**config.mk**
```make
export PLATFORM = sky130hd
export DESIGN_NAME = cond_eval
export DESIGN_NICKNAME = d
export VERILOG_FILES = /design/src/rtl/cond_eval.sv
export SDC_FILE = /design/constraint.sdc
export NUM_CORES = 1
export LEC_CHECK = 0
export BUFFER_PORTS_ARGS = -buffer_cell sky130_fd_sc_hd__buf_2
export CORE_ASPECT_RATIO = 0.8
export CORE_UTILIZATION = 40
export CTS_CLUSTER_SIZE = 8
export DETAILED_ROUTE_END_ITERATION = 8
export HOLD_SLACK_MARGIN = 0.02
export PLACE_DENSITY = 0.79
export SYNTH_ARGS = -nofsm -noshare
export SYNTH_HDL_FRONTEND = slang
export SYNTH_SLANG_ARGS = --single-unit
```
**constraint.sdc**
```tcl
create_clock -name clk -period 1.6 [get_ports clk]
set_input_delay 0.32 -clock clk [delete_from_list [all_inputs] [get_ports clk]]
set_output_delay 0.32 -clock clk [all_outputs]
set_load 0.03 [all_outputs]
```
**src/rtl/cond_eval.sv**
```systemverilog
module cond_eval #(
  parameter int CW = 16,
  parameter int BW = 4
) (
  input  logic          clk,
  input  logic          rst_n,
  input  logic          eval_en,
  input  logic [4:0]    cond_sel,
  input  logic          flag_neg,
  input  logic          flag_zero,
  input  logic          flag_lovf,
  input  logic          flag_movf,
  input  logic          rand_bit,
  input  logic          bio_valid,
  input  logic [BW-1:0] bio_mask,
  input  logic [BW-1:0] bio_match,
  input  logic          bmu_odd,
  input  logic          bmu_neg1,
  input  logic          ld0,
  input  logic          ld1,
  input  logic [CW-1:0] ld_val,
  output logic          cond_true,
  output logic [1:0]    cnt_inc,
  output logic          rand_step,
  output logic [CW-1:0] cnt0,
  output logic [CW-1:0] cnt1
);
  localparam logic [4:0] C_FALSE = 5'd0,  C_TRUE  = 5'd1,  C_PL    = 5'd2,  C_MI    = 5'd3,
                         C_EQ    = 5'd4,  C_NE    = 5'd5,  C_GT    = 5'd6,  C_LE    = 5'd7,
                         C_LVS   = 5'd8,  C_LVC   = 5'd9,  C_MVS   = 5'd10, C_MVC   = 5'd11,
                         C_C0GE  = 5'd12, C_C0LT  = 5'd13, C_C1GE  = 5'd14, C_C1LT  = 5'd15,
                         C_HEADS = 5'd16, C_TAILS = 5'd17, C_ALLT  = 5'd18, C_ALLF  = 5'd19,
                         C_SOMET = 5'd20, C_SOMEF = 5'd21, C_ODD   = 5'd22, C_EVEN  = 5'd23,
                         C_M1    = 5'd24, C_NM1   = 5'd25;

  logic [BW-1:0] hit, miss;
  logic          c0_neg, c1_neg;

  assign hit    = bio_mask & bio_match;
  assign miss   = bio_mask & ~bio_match;
  assign c0_neg = cnt0[CW-1];
  assign c1_neg = cnt1[CW-1];

  always_comb begin
    unique case (cond_sel)
      C_TRUE:  cond_true = 1'b1;
      C_PL:    cond_true = !flag_neg;
      C_MI:    cond_true = flag_neg;
      C_EQ:    cond_true = flag_zero;
      C_NE:    cond_true = !flag_zero;
      C_GT:    cond_true = !flag_neg && !flag_zero;
      C_LE:    cond_true = flag_neg || flag_zero;
      C_LVS:   cond_true = flag_lovf;
      C_LVC:   cond_true = !flag_lovf;
      C_MVS:   cond_true = flag_movf;
      C_MVC:   cond_true = !flag_movf;
      C_C0GE:  cond_true = !c0_neg;
      C_C0LT:  cond_true = c0_neg;
      C_C1GE:  cond_true = !c1_neg;
      C_C1LT:  cond_true = c1_neg;
      C_HEADS: cond_true = rand_bit;
      C_TAILS: cond_true = !rand_bit;
      C_ALLT:  cond_true = bio_valid && (miss == '0);
      C_ALLF:  cond_true = bio_valid && (hit == '0);
      C_SOMET: cond_true = bio_valid && (hit != '0);
      C_SOMEF: cond_true = bio_valid && (miss != '0);
      C_ODD:   cond_true = bmu_odd;
      C_EVEN:  cond_true = !bmu_odd;
      C_M1:    cond_true = bmu_neg1;
      C_NM1:   cond_true = !bmu_neg1;
      default: cond_true = 1'b0;
    endcase
  end

  assign cnt_inc[0] = eval_en && (cond_sel == C_C0GE || cond_sel == C_C0LT);
  assign cnt_inc[1] = eval_en && (cond_sel == C_C1GE || cond_sel == C_C1LT);
  assign rand_step  = eval_en && (cond_sel == C_HEADS || cond_sel == C_TAILS);

  always_ff @(posedge clk) begin
    if (!rst_n) begin
      cnt0 <= '0;
      cnt1 <= '0;
    end else begin
      if (ld0)             cnt0 <= ld_val;
      else if (cnt_inc[0]) cnt0 <= cnt0 + 1'b1;
      if (ld1)             cnt1 <= ld_val;
      else if (cnt_inc[1]) cnt1 <= cnt1 + 1'b1;
    end
  end
endmodule

```
* After elaboration in Yosys (flattened, before gate mapping)
Cells that the tools add are included.
** Storage, ports and cells
- Flip-flop bits (word level) :: 32
- Bits of input ports :: 42
- Output and inout port bits :: 36
- Logic and storage cells :: 64
** Cells by class
- $add $sub $neg :: 2
- Eq/ne operators :: 25
- Multiplexer cells :: 5
- Bitwise gates (word level) :: 3
- Reductions and logical operators :: 27
** Operators with widths (number)
- $mux 16 :: 4
- $eq 5x5->1 const B :: 10
- $eq 5x4->1 const B :: 8
- $add 16x1->16 const B :: 2
- $pmux 1 s25 :: 1
- $eq 5x3->1 const B :: 4
- $eq 5x2->1 const B :: 2
- $logic_not 1->1 :: 9
- $and 4x4->4 :: 2
- $logic_and 1x1->1 :: 8
- $logic_not 4->1 :: 2
- $reduce_bool 4->1 :: 2
- $eq 5x1->1 const B :: 1
- $logic_or 1x1->1 :: 4
- $not 4->4 :: 1
- $reduce_bool 2->1 :: 2

* Depth between registers and ports, before layout
Gate-level depths: netlist of run 1.
- Word-level depth :: 5
- Depth in mapped cells :: 6
- Mapped depth without buffers :: 6

* Worst setup path before layout of run 1
Ideal clock, no wire load.
- Path type :: input to output
- Start point :: in cond_sel[0]
- End point :: out cond_true
- Arrival time :: 1.427 ns
- Data required time :: 1.280 ns
- Slack :: -0.147 ns
- Stages on the path :: 5
- Path buffers :: 1
- Cells stage by stage :: clkbuf_1 or4b_1 a21oi_1 nor3_1 nand3_1
** Between the ends
- Word-level cells in the longest chain between the ends :: 2
- Elaborated cells between the ends (all ways) :: 26
- Those cells by class :: eq/ne: 25; mux: 1
** RTL lines
- start, declared :: RTL line 8 : input logic [4:0] cond_sel,
- $eq 5x5->1, or another cell as far along :: RTL line 45 : unique case (cond_sel)
- $pmux 1 s25 * :: RTL line 45
- end, declared :: RTL line 22 : output logic cond_true,
Mark *: on every way between the ends. The rest lies on a longest branch, timed or not.

* Worst setup path in the final report of run 1
- Start point :: in flag_zero
- End point :: out cond_true
** Between the ends
- Word-level cells in the longest chain between the ends :: 3
- Elaborated cells between the ends (all ways) :: 4
- Those cells by class :: mux: 1; reduce/logical: 3
** RTL lines
- start, declared :: RTL line 10 : input logic flag_zero,
- $logic_not 1->1 :: RTL line 50, 51
- $logic_and 1x1->1 :: RTL line 51 : C_GT: cond_true = !flag_neg && !flag_zero;
- $pmux 1 s25 * :: RTL line 45
Marks and branches as above.

==> impl_metrics.env, run 1 <==
export IMPL_drt_initial_drc_count=140
export IMPL_h_tree_depth=2
export IMPL_cts_clk_slew_worst_paths_ps=70
export IMPL_detailedPlace_worstSlack_ps=-371
export IMPL_fillCellCount=431
export IMPL_hp_class="input pin to register"
export IMPL_grtUsageTotal=0.234
export IMPL_fin_hold_ws_ps=261
export IMPL_yosysWarnings=0
export IMPL_core_area_mm2=0.00476
export IMPL_ys_seq_area_frac=0.312
export IMPL_fmax_mhz=540
export IMPL_ios=78
export IMPL_synth_edf_count=0
export IMPL_clk_latency_ps=290
export IMPL_hold_buffers=0
export IMPL_cts_root_buffer="clkbuf_8"
export IMPL_cts_tree="done"
export IMPL_min_path_cells=2
export IMPL_fin_util=0.611
export IMPL_chipHeight_um=66.1
export IMPL_drv_slew=0
export IMPL_first_global_vias=2048
export IMPL_num_vias=2291
export IMPL_dp_cells=409
export IMPL_min_from="ld_val[0]"
export IMPL_rrSetupSlack_ps=140
export IMPL_start_util=0.432
export IMPL_totalWireLength_mm=6.04
export IMPL_crit_arrival_ps=1530
export IMPL_synthCells=255
export IMPL_status="complete, but fails checks"
export IMPL_cp_max_fo=2
export IMPL_viasPerCell=5.48
export IMPL_ys_types=45
export IMPL_setup_slack_ps=-251
export IMPL_area_growth_pct=41.6
export IMPL_netlist_area_mm2=0.00206
export IMPL_grt_max_degree=33
export IMPL_clock_sink_count=32
export IMPL_syn_avg_cell_area_um2=8.06
export IMPL_crit_path_end_kind="primary output"
export IMPL_critPathLaunchType="input pin"
export IMPL_synth_main_ff_cell="dfxtp_1"
export IMPL_fp_dieW_um=82.2
export IMPL_wl_per_cell_um=14.5
export IMPL_overflow=0
export IMPL_syn_nets=299
export IMPL_drc=0
export IMPL_port_buffers=77
export IMPL_period_share=1.16
export IMPL_place_gp_congestion=0.837
export IMPL_dr_pass1_iters=4
export IMPL_finalNetCount=401
export IMPL_r2r_start="cnt1[0]$_SDFFE_PN0P_"
export IMPL_synth_seq_cells=32
export IMPL_setup_viol=1
export IMPL_vdd_drop_max_uv=828
export IMPL_postRouteAntennaNets=0
export IMPL_rows=22
export IMPL_r2r_cells=6
export IMPL_drive_above_1_share=0.385
export IMPL_p_leak_uw=0.00129
export IMPL_cap_violations=0
export IMPL_async_flop_share=0
export IMPL_min_period_ps=1850
export IMPL_violations="negative setup slack"
export IMPL_final_cells=418
export IMPL_tightestPinTransition_ps=480
export IMPL_worst_endpoint_required_ps=1280
export IMPL_antenna_found_initial=0
export IMPL_p_per_area_mw_per_mm2=777
export IMPL_whs_endpoint="cnt0[0]$_SDFFE_PN0P_"
export IMPL_r2r_end="cnt1[6]$_SDFFE_PN0P_"
export IMPL_die_area_mm2=0.00543
export IMPL_critical_path_class="input pin to primary output"
export IMPL_dp_hpwl_mm=4.54
export IMPL_cts_made_buffers=5
export IMPL_hold_viol=0
export IMPL_maxSlewHeadroom=0.672
export IMPL_grt_pass1_wl_mm=9.67
export IMPL_grt_setup_unrepaired="yes"
export IMPL_final_setup_skew_ps=9.40
export IMPL_antennaDiodeCount=0
export IMPL_clockBufferDepth=2
[worst max-delay path by stage]
stage               slack (ps)         to        start
floorplan                  -60  cond_true  cond_sel[0]
global placement          -340  cond_true  cond_sel[1]
detailed placement        -370  cond_true  cond_sel[2]
CTS                       -240  cond_true    flag_zero
global route              -280  cond_true    flag_zero
finish                    -250  cond_true    flag_zero
[layout make-up]
cell class | instances | area [um^2] | area share
Clock buffer | 6 | 72.6 | 0.0249
Clock inverter | 2 | 35.0 | 0.0120
Inverter | 8 | 30.0 | 0.0103
Multi-Input combinational cell | 201 | 1390 | 0.477
Sequential cell | 32 | 641 | 0.220
Tap cell | 60 | 75.1 | 0.0258
Timing Repair Buffer | 109 | 668 | 0.230
[cell families after synthesis]
kind of cell | share of synthesized area
AOI/OAI and AO/OA | 0.205
xor gates and xnor gates | 0.128
adders and majority gates | 0.0122
buffers and inverters | 0.0493
DFF | 0.312
muxes | 0.0201
and+or+nand+nor | 0.274
[sequential cells by signal, summed over array words and instances (netlist names)]
signal and flops:
cnt1 16, cnt0 16
[worst max-delay path, cell delays in order]
cell and delay [ps]:
buf_6 90, and3b_1 180, or4b_4 530, a21oi_4 150, nor3_2 60, nand3_2 80, buf_6 130
[Yosys cell counts (6+ instances only)]
library cell  instances  area [um^2]
dfxtp_1              32          641
o21ai_0              31          155
a21oi_1              30          150
nand2_1              16         60.1
xnor2_1              15          131
xor2_1               15          131
nand3_1              14         70.1
clkbuf_1             10         37.5
nor3_1                9         45.0
inv_1                 8         30.0
nand4_1               8         50.1
nand2b_1              6         37.5
nor2b_1               6         37.5
[stage by stage]
step / setup TNS, ps / cell area (um^2) / total power [uW]
after floorplan: -64.5 / 2060 / 1240
after global placement: -1580 / 2700 / 1450
after detailed placement: -1790 / 2700 / 1470
after CTS: -241 / 2870 / 2250
after global routing: -284 / 2910 / 2360
final: -251 / 2910 / 2260
[repair_timing]
item / in CTS / in global routing
pin swaps: 1 / 3
gates resized for setup: 14 / 7
endpoints found under the setup margin: 3 / 2
setup buffers: 1 / 0
[routing by layer]
layer,track usage,wire length [um],vias to the layer above
li1,-,-,1134
met1,0.348,2930,1034
met2,0.335,2440,110
met3,0.0441,578,13
met4,0.0702,93,0
met5,0,0,-
[cell usage in the layout, fill, tap and decap left out, types with 3 or more instances in the layout]
master	instances
and4_1	5
buf_6	4
nand4_1	8
mux2i_1	3
o21ai_0	31
nor3_1	8
nand3_1	13
nand2_1	16
dfxtp_1	32
xnor2_1	15
nor2_1	3
clkbuf_8	5
buf_4	33
a21oi_1	29
buf_2	71
nand2b_1	4
xor2_1	15
inv_1	8
and3_1	4
nor2b_1	6
and3b_1	3
[report_power, final]
part	total (uW)	switching [uW]	internal, uW
Sequential	905	52.4	853
Combinational	585	345	240
Clock	772	310	462
Note: power is estimated with default switching activity, not from simulation.
==> inputs of run 2 (changes only) <==
Settings changed: ABC_AREA from default to 1, PLACE_DENSITY 0.79 to 0.76.
==> impl_metrics.env, run 2 <==
export IMPL_viasPerCell=5.06
export IMPL_vdd_drop_max_uv=521
export IMPL_crit_path_end_kind="primary output"
export IMPL_clockBufferDepth=2
export IMPL_p_total_uw=2140
export IMPL_die_area_mm2=0.00681
export IMPL_cp_max_fo=5
export IMPL_final_common_cell="nand2_1"
export IMPL_overflow=0
export IMPL_final_setup_skew_ps=5.47
export IMPL_drc=0
export IMPL_postRouteAntennaNets=0
export IMPL_totalWireLength_mm=7.87
export IMPL_wl_per_cell_um=12.1
export IMPL_violations="negative setup slack"
export IMPL_syn_nets=514
export IMPL_top_regs="cnt0 x16, cnt1 x16"
export IMPL_r2r_cells=8
export IMPL_hold_viol=0
export IMPL_synth_edf_count=0
export IMPL_cts_made_buffers=5
export IMPL_internal_power_uw=1390
export IMPL_grt_max_degree=29
export IMPL_async_flop_share=0
export IMPL_core_area_mm2=0.00607
export IMPL_grtUsageTotal=0.235
export IMPL_fmax_mhz=600
export IMPL_crit_arrival_ps=1350
export IMPL_min_path_cells=3
export IMPL_most_common_layout_cells="nand2_1 (164), buf_2 (72), inv_1 (58)"
export IMPL_cts_clk_slew_worst_paths_ps=70
export IMPL_ys_seq_area_frac=0.247
export IMPL_setup_slack_ps=-65.5
export IMPL_min_period_ps=1670
export IMPL_ios=78
export IMPL_p_leak_uw=0.00166
export IMPL_setup_viol=1
export IMPL_sw_frac_of_total=0.351
export IMPL_synth_top_area_frac=0.247
export IMPL_netlist_area_mm2=0.00259
export IMPL_maxSlewHeadroom=0.638
export IMPL_switching_power_uw=751
export IMPL_combPwrFrac=0.264
export IMPL_first_global_vias=2819
export IMPL_status="complete, but fails checks"
export IMPL_fp_dieW_um=92.0
export IMPL_cts_tree="done"
export IMPL_synth_area_leaders="dfxtp_1 (25%), nand2_1 (25%), nand3_1 (9.3%)"
export IMPL_dp_hpwl_mm=6.15
export IMPL_p_per_area_mw_per_mm2=638
export IMPL_power_frac_clock=0.313
export IMPL_ys_top_cells_by_count="nand2_1 (170), inv_1 (63), nor2_1 (56)"
export IMPL_syn_avg_cell_area_um2=5.52
export IMPL_dr_pass1_iters=5
export IMPL_hp_class="input pin to register"
export IMPL_h_tree_depth=2
export IMPL_synthCells=470
export IMPL_grt_pass1_wl_mm=13.0
export IMPL_critPathLaunchType="input pin"
export IMPL_clk_latency_ps=280
export IMPL_yosysTopAreaCell="dfxtp_1"
export IMPL_antennaDiodeCount=0
export IMPL_seq_power_share=0.423
export IMPL_rows=25
export IMPL_period_share=1.04
export IMPL_chipHeight_um=74.0
export IMPL_yosysWarnings=0
export IMPL_synth_most_common_cell="nand2_1"
export IMPL_place_gp_congestion=0.944
export IMPL_area_growth_pct=29.3
export IMPL_ys_types=22
export IMPL_num_vias=3294
export IMPL_antenna_found_initial=0
export IMPL_grt_setup_unrepaired="yes"
export IMPL_critical_path_class="input pin to primary output"
export IMPL_synth_main_ff_cell="dfxtp_1"
export IMPL_hold_buffers=0
export IMPL_fin_util=0.552
export IMPL_cap_violations=0
export IMPL_drive_above_1_share=0.242
export IMPL_finalNetCount=613
export IMPL_worst_endpoint_required_ps=1280
export IMPL_tightestPinTransition_ps=542
export IMPL_port_buffers=77
export IMPL_drv_slew=0
export IMPL_start_util=0.427
export IMPL_drt_initial_drc_count=227
export IMPL_synth_seq_cells=32
export IMPL_clock_sink_count=32
export IMPL_cts_root_buffer="clkbuf_8"
-- run 2: cell types whose count changed after synthesis, moves of 9 or more --
cell     change
xnor2_1     -14
nor2_1      +51
inv_1       +55
nand3_1     +34
nand2_1    +154
xor2_1       -9
-- run 2: repair_timing --
item	CTS	global route
gates resized for setup	19	8
buffers inserted	2	0
pin swaps	3	1
setup endpoints to repair	2	5
-- run 2: path summary, 6_finish.rpt --
check,to,from,slack [ps]
min reg2reg,cnt1[1]$_SDFFE_PN0P_,cnt1[1]$_SDFFE_PN0P_,510
max,cond_true,cond_sel[3],-70
min,cnt1[0]$_SDFFE_PN0P_,ld_val[0],310
max reg2reg,cnt1[12]$_SDFFE_PN0P_,cnt1[0]$_SDFFE_PN0P_,180
-- run 2: per-stage QoR --
step | cells | setup WS, ps | hold slack [ps] | instance area (um^2) | TNS (ps)
2_1_floorplan | 470 | 17.4 | 458 | 2590 | 0
3_5_place_dp | 641 | -123 | 503 | 3190 | -126
5_1_grt | 651 | -129 | 318 | 3350 | -129
6_report | 651 | -65.5 | 311 | 3350 | -65.5
4_1_cts | 651 | -32.0 | 313 | 3340 | -32.0
3_3_place_gp | 641 | -86.9 | 492 | 3190 | -86.9
-- run 2: logic make-up (layout without fill, tap and decap cells) --
kind of cell             Yosys count  after routing  share of synthesized area
AO/OA/AOI/OAI                     64             64                      0.130
XOR/XNOR                           7              7                     0.0236
adder cells (fa/ha/maj)            2              2                    0.00965
buffers and inverters             77            177                      0.121
flip-flops                        32             32                      0.247
AND/OR/NAND/NOR                  288            288                      0.469
-- run 2: power groups by stage --
stage | clock network, uW | logic [uW] | registers, uW
2_1_floorplan | 0 | 240 | 1000
3_3_place_gp | 0 | 526 | 921
3_5_place_dp | 0 | 534 | 924
4_1_cts | 673 | 557 | 903
5_1_grt | 711 | 623 | 914
6_report | 669 | 565 | 906
-- run 2: area by class of cell --
| class | count | area [um^2] |
|---|---|---|
| Clock buffer | 6 | 82.6 |
| Clock inverter | 2 | 10.0 |
| Fill cell | 636 | 2720 |
| Inverter | 68 | 255 |
| Multi-Input combinational cell | 361 | 1670 |
| Sequential cell | 32 | 648 |
| Tap cell | 81 | 101 |
| Timing Repair Buffer | 101 | 582 |
-- run 2: routing by layer --
metal	track usage	vias up	part of all wire
li1	-	1686	-
met1	0.337	1485	0.48
met2	0.379	110	0.45
met3	0.0348	13	0.057
met4	0.0469	0	0.013
met5	0	-	0
-- run 2: critical path: stages --
cell,delay (ps)
buf_2,170
inv_2,80
nand2_2,90
nor2_1,60
nand3_1,60
nand3_1,90
nor2_1,100
nand2_1,80
nor2_2,110
nand2_1,60
buf_6,130
==> inputs of run 3 (changes only) <==
Settings changed: GPL_TIMING_DRIVEN from default to 0, PLACE_DENSITY 0.76 to 0.72.
==> impl_metrics.env, run 3 (synthesized netlist as in run 2, its figures left out) <==
export IMPL_chipHeight_um=74.0
export IMPL_totalWireLength_mm=8.04
export IMPL_clockBufferDepth=2
export IMPL_cts_clk_slew_worst_paths_ps=80
export IMPL_worst_endpoint_required_ps=1280
export IMPL_use_met1=0.335
export IMPL_power_frac_clock=0.316
export IMPL_grt_pass1_wl_mm=13.1
export IMPL_postRouteAntennaNets=0
export IMPL_setup_tns_ps=-50.9
export IMPL_setup_viol=1
export IMPL_grt_max_degree=11
export IMPL_final_setup_skew_ps=8.23
export IMPL_grt_busiest_layer="met2"
export IMPL_overflow=0
export IMPL_cts_root_buffer="clkbuf_8"
export IMPL_setup_slack_ps=-50.9
export IMPL_seq_power_share=0.427
export IMPL_hp_class="input pin to register"
export IMPL_finalNetCount=601
export IMPL_sw_frac_of_total=0.355
export IMPL_worst_path_buf_inv=3
export IMPL_top_regs="cnt0 x16, cnt1 x16"
export IMPL_maxSlewHeadroom=0.610
export IMPL_status="complete, but fails checks"
export IMPL_antennaDiodeCount=0
export IMPL_crit_path_max_incr_delay_ps=130
export IMPL_crit_arrival_ps=1330
export IMPL_clock_sink_count=32
export IMPL_dr_pass1_iters=5
export IMPL_grtUsageTotal=0.243
export IMPL_period_share=1.03
export IMPL_design_area_mm2=0.00330
export IMPL_cts_made_buffers=5
export IMPL_rows=25
export IMPL_drive_above_1_share=0.226
export IMPL_cap_violations=0
export IMPL_critical_path_class="input pin to primary output"
export IMPL_crit_path_end_kind="primary output"
export IMPL_fillCellCount=640
export IMPL_area_growth_pct=27.4
export IMPL_h_tree_depth=2
export IMPL_drv_slew=0
export IMPL_clk_latency_ps=290
export IMPL_first_global_vias=2822
export IMPL_final_common_cell="nand2_1"
export IMPL_violations="negative setup slack"
export IMPL_internal_power_uw=1370
export IMPL_port_buffers=74
export IMPL_wl_per_cell_um=12.6
export IMPL_crit_chain="buf_4, inv_2, nand2_2, nand2_1, nand3_1, nand3_1, nor2_1, nand2_1, nor2_2, nand2_1, buf_6"
export IMPL_core_area_mm2=0.00607
export IMPL_min_period_ps=1650
export IMPL_drt_initial_drc_count=169
export IMPL_dp_hpwl_mm=6.14
export IMPL_cp_top_family="simple AND/OR/NAND/NOR gates"
export IMPL_use_met3=0.0481
export IMPL_hold_viol=0
export IMPL_fmax_mhz=606
export IMPL_critPathSlowestCell="buf_4"
export IMPL_antenna_found_initial=0
export IMPL_combPwrFrac=0.257
export IMPL_p_per_area_mw_per_mm2=645
export IMPL_ios=78
export IMPL_detailedPlace_worstSlack_ps=-227
export IMPL_most_common_layout_cells="nand2_1 (166), buf_2 (71), inv_1 (57)"
export IMPL_p_leak_uw=0.00160
export IMPL_start_util=0.427
export IMPL_dpl_cell_area_mm2=0.00307
export IMPL_vdd_drop_max_uv=385
export IMPL_drc=0
export IMPL_place_gp_congestion=0.879
export IMPL_num_vias=3225
export IMPL_viasPerCell=5.05
export IMPL_cp_max_fo=6
export IMPL_cts_tree="done"
export IMPL_grt_use_met2=0.386
export IMPL_grt_setup_unrepaired="yes"
export IMPL_cpMostUsedCell="nand2_1"
export IMPL_tightestPinTransition_ps=585
export IMPL_switching_power_uw=755
export IMPL_critPathLaunchType="input pin"
export IMPL_die_area_mm2=0.00681
export IMPL_fp_dieW_um=92.0
## run 3: final timing paths
kind	cells after the start	startpoint	slack, ps	endpoint
setup reg to reg	8	cnt0[1]$_SDFFE_PN0P_	160	cnt0[12]$_SDFFE_PN0P_
setup / recovery	11	cond_sel[0]	-50	cond_true
hold reg to reg	2	cnt1[0]$_SDFFE_PN0P_	520	cnt1[0]$_SDFFE_PN0P_
hold / removal	3	ld_val[1]	310	cnt0[1]$_SDFFE_PN0P_
## run 3: per-stage QoR
step / total power (uW) / instances / hold slack [ps] / utilization
floorplan: 1240 / 470 / 458 / -
global placement: 1430 / 625 / 494 / 0.505
detailed placement: 1430 / 625 / 508 / 0.505
CTS: 2120 / 637 / 300 / 0.533
global route: 2240 / 639 / 305 / 0.544
finish: 2130 / 639 / 307 / 0.544
## run 3: timing repair
item                                    in CTS  in global routing
setup buffers                                4                  2
hold buffers                                 0                  0
gates cloned                                 0                  0
pin swaps                                    9                  1
gates resized for setup                     23                 17
endpoints found under the setup margin       1                 10
## run 3: power by group through the flow
stage                     Sequential [uW]  Clock, uW  Combinational [uW]
after floorplan                      1000          0                 240
after global placement                925          0                 500
after detailed placement              927          0                 507
after CTS                             906        680                 534
after global routing                  916        715                 608
final                                 909        672                 548
## run 3: worst register-to-register path: stages (launching register included)
cell     delay (ps)
dfxtp_1         400
ha_1            250
nand2_1         120
nor2_4          160
nand3_1          90
nand2_1          60
nand2_1          50
a21oi_1         120
nor2_1           50
## run 3: metal layers
metal  wire length [um]  part of all wire
met1               3730              0.46
met2               3680              0.46
met3                562             0.070
met4                 68            0.0085
met5                  0                 0
## run 3: area by class of cell
| cell class | count | area (um^2) | area share |
|---|---|---|---|
| timing repair buffer | 80 | 429 | 0.130 |
| inverter | 68 | 263 | 0.0796 |
| multi-input combinational | 361 | 1700 | 0.515 |
| sequential | 32 | 651 | 0.197 |
| clock buffer | 6 | 82.6 | 0.0250 |
| buffer | 9 | 65.1 | 0.0197 |
| clock inverter | 2 | 10.0 | 0.00303 |
| tap | 81 | 101 | 0.0307 |
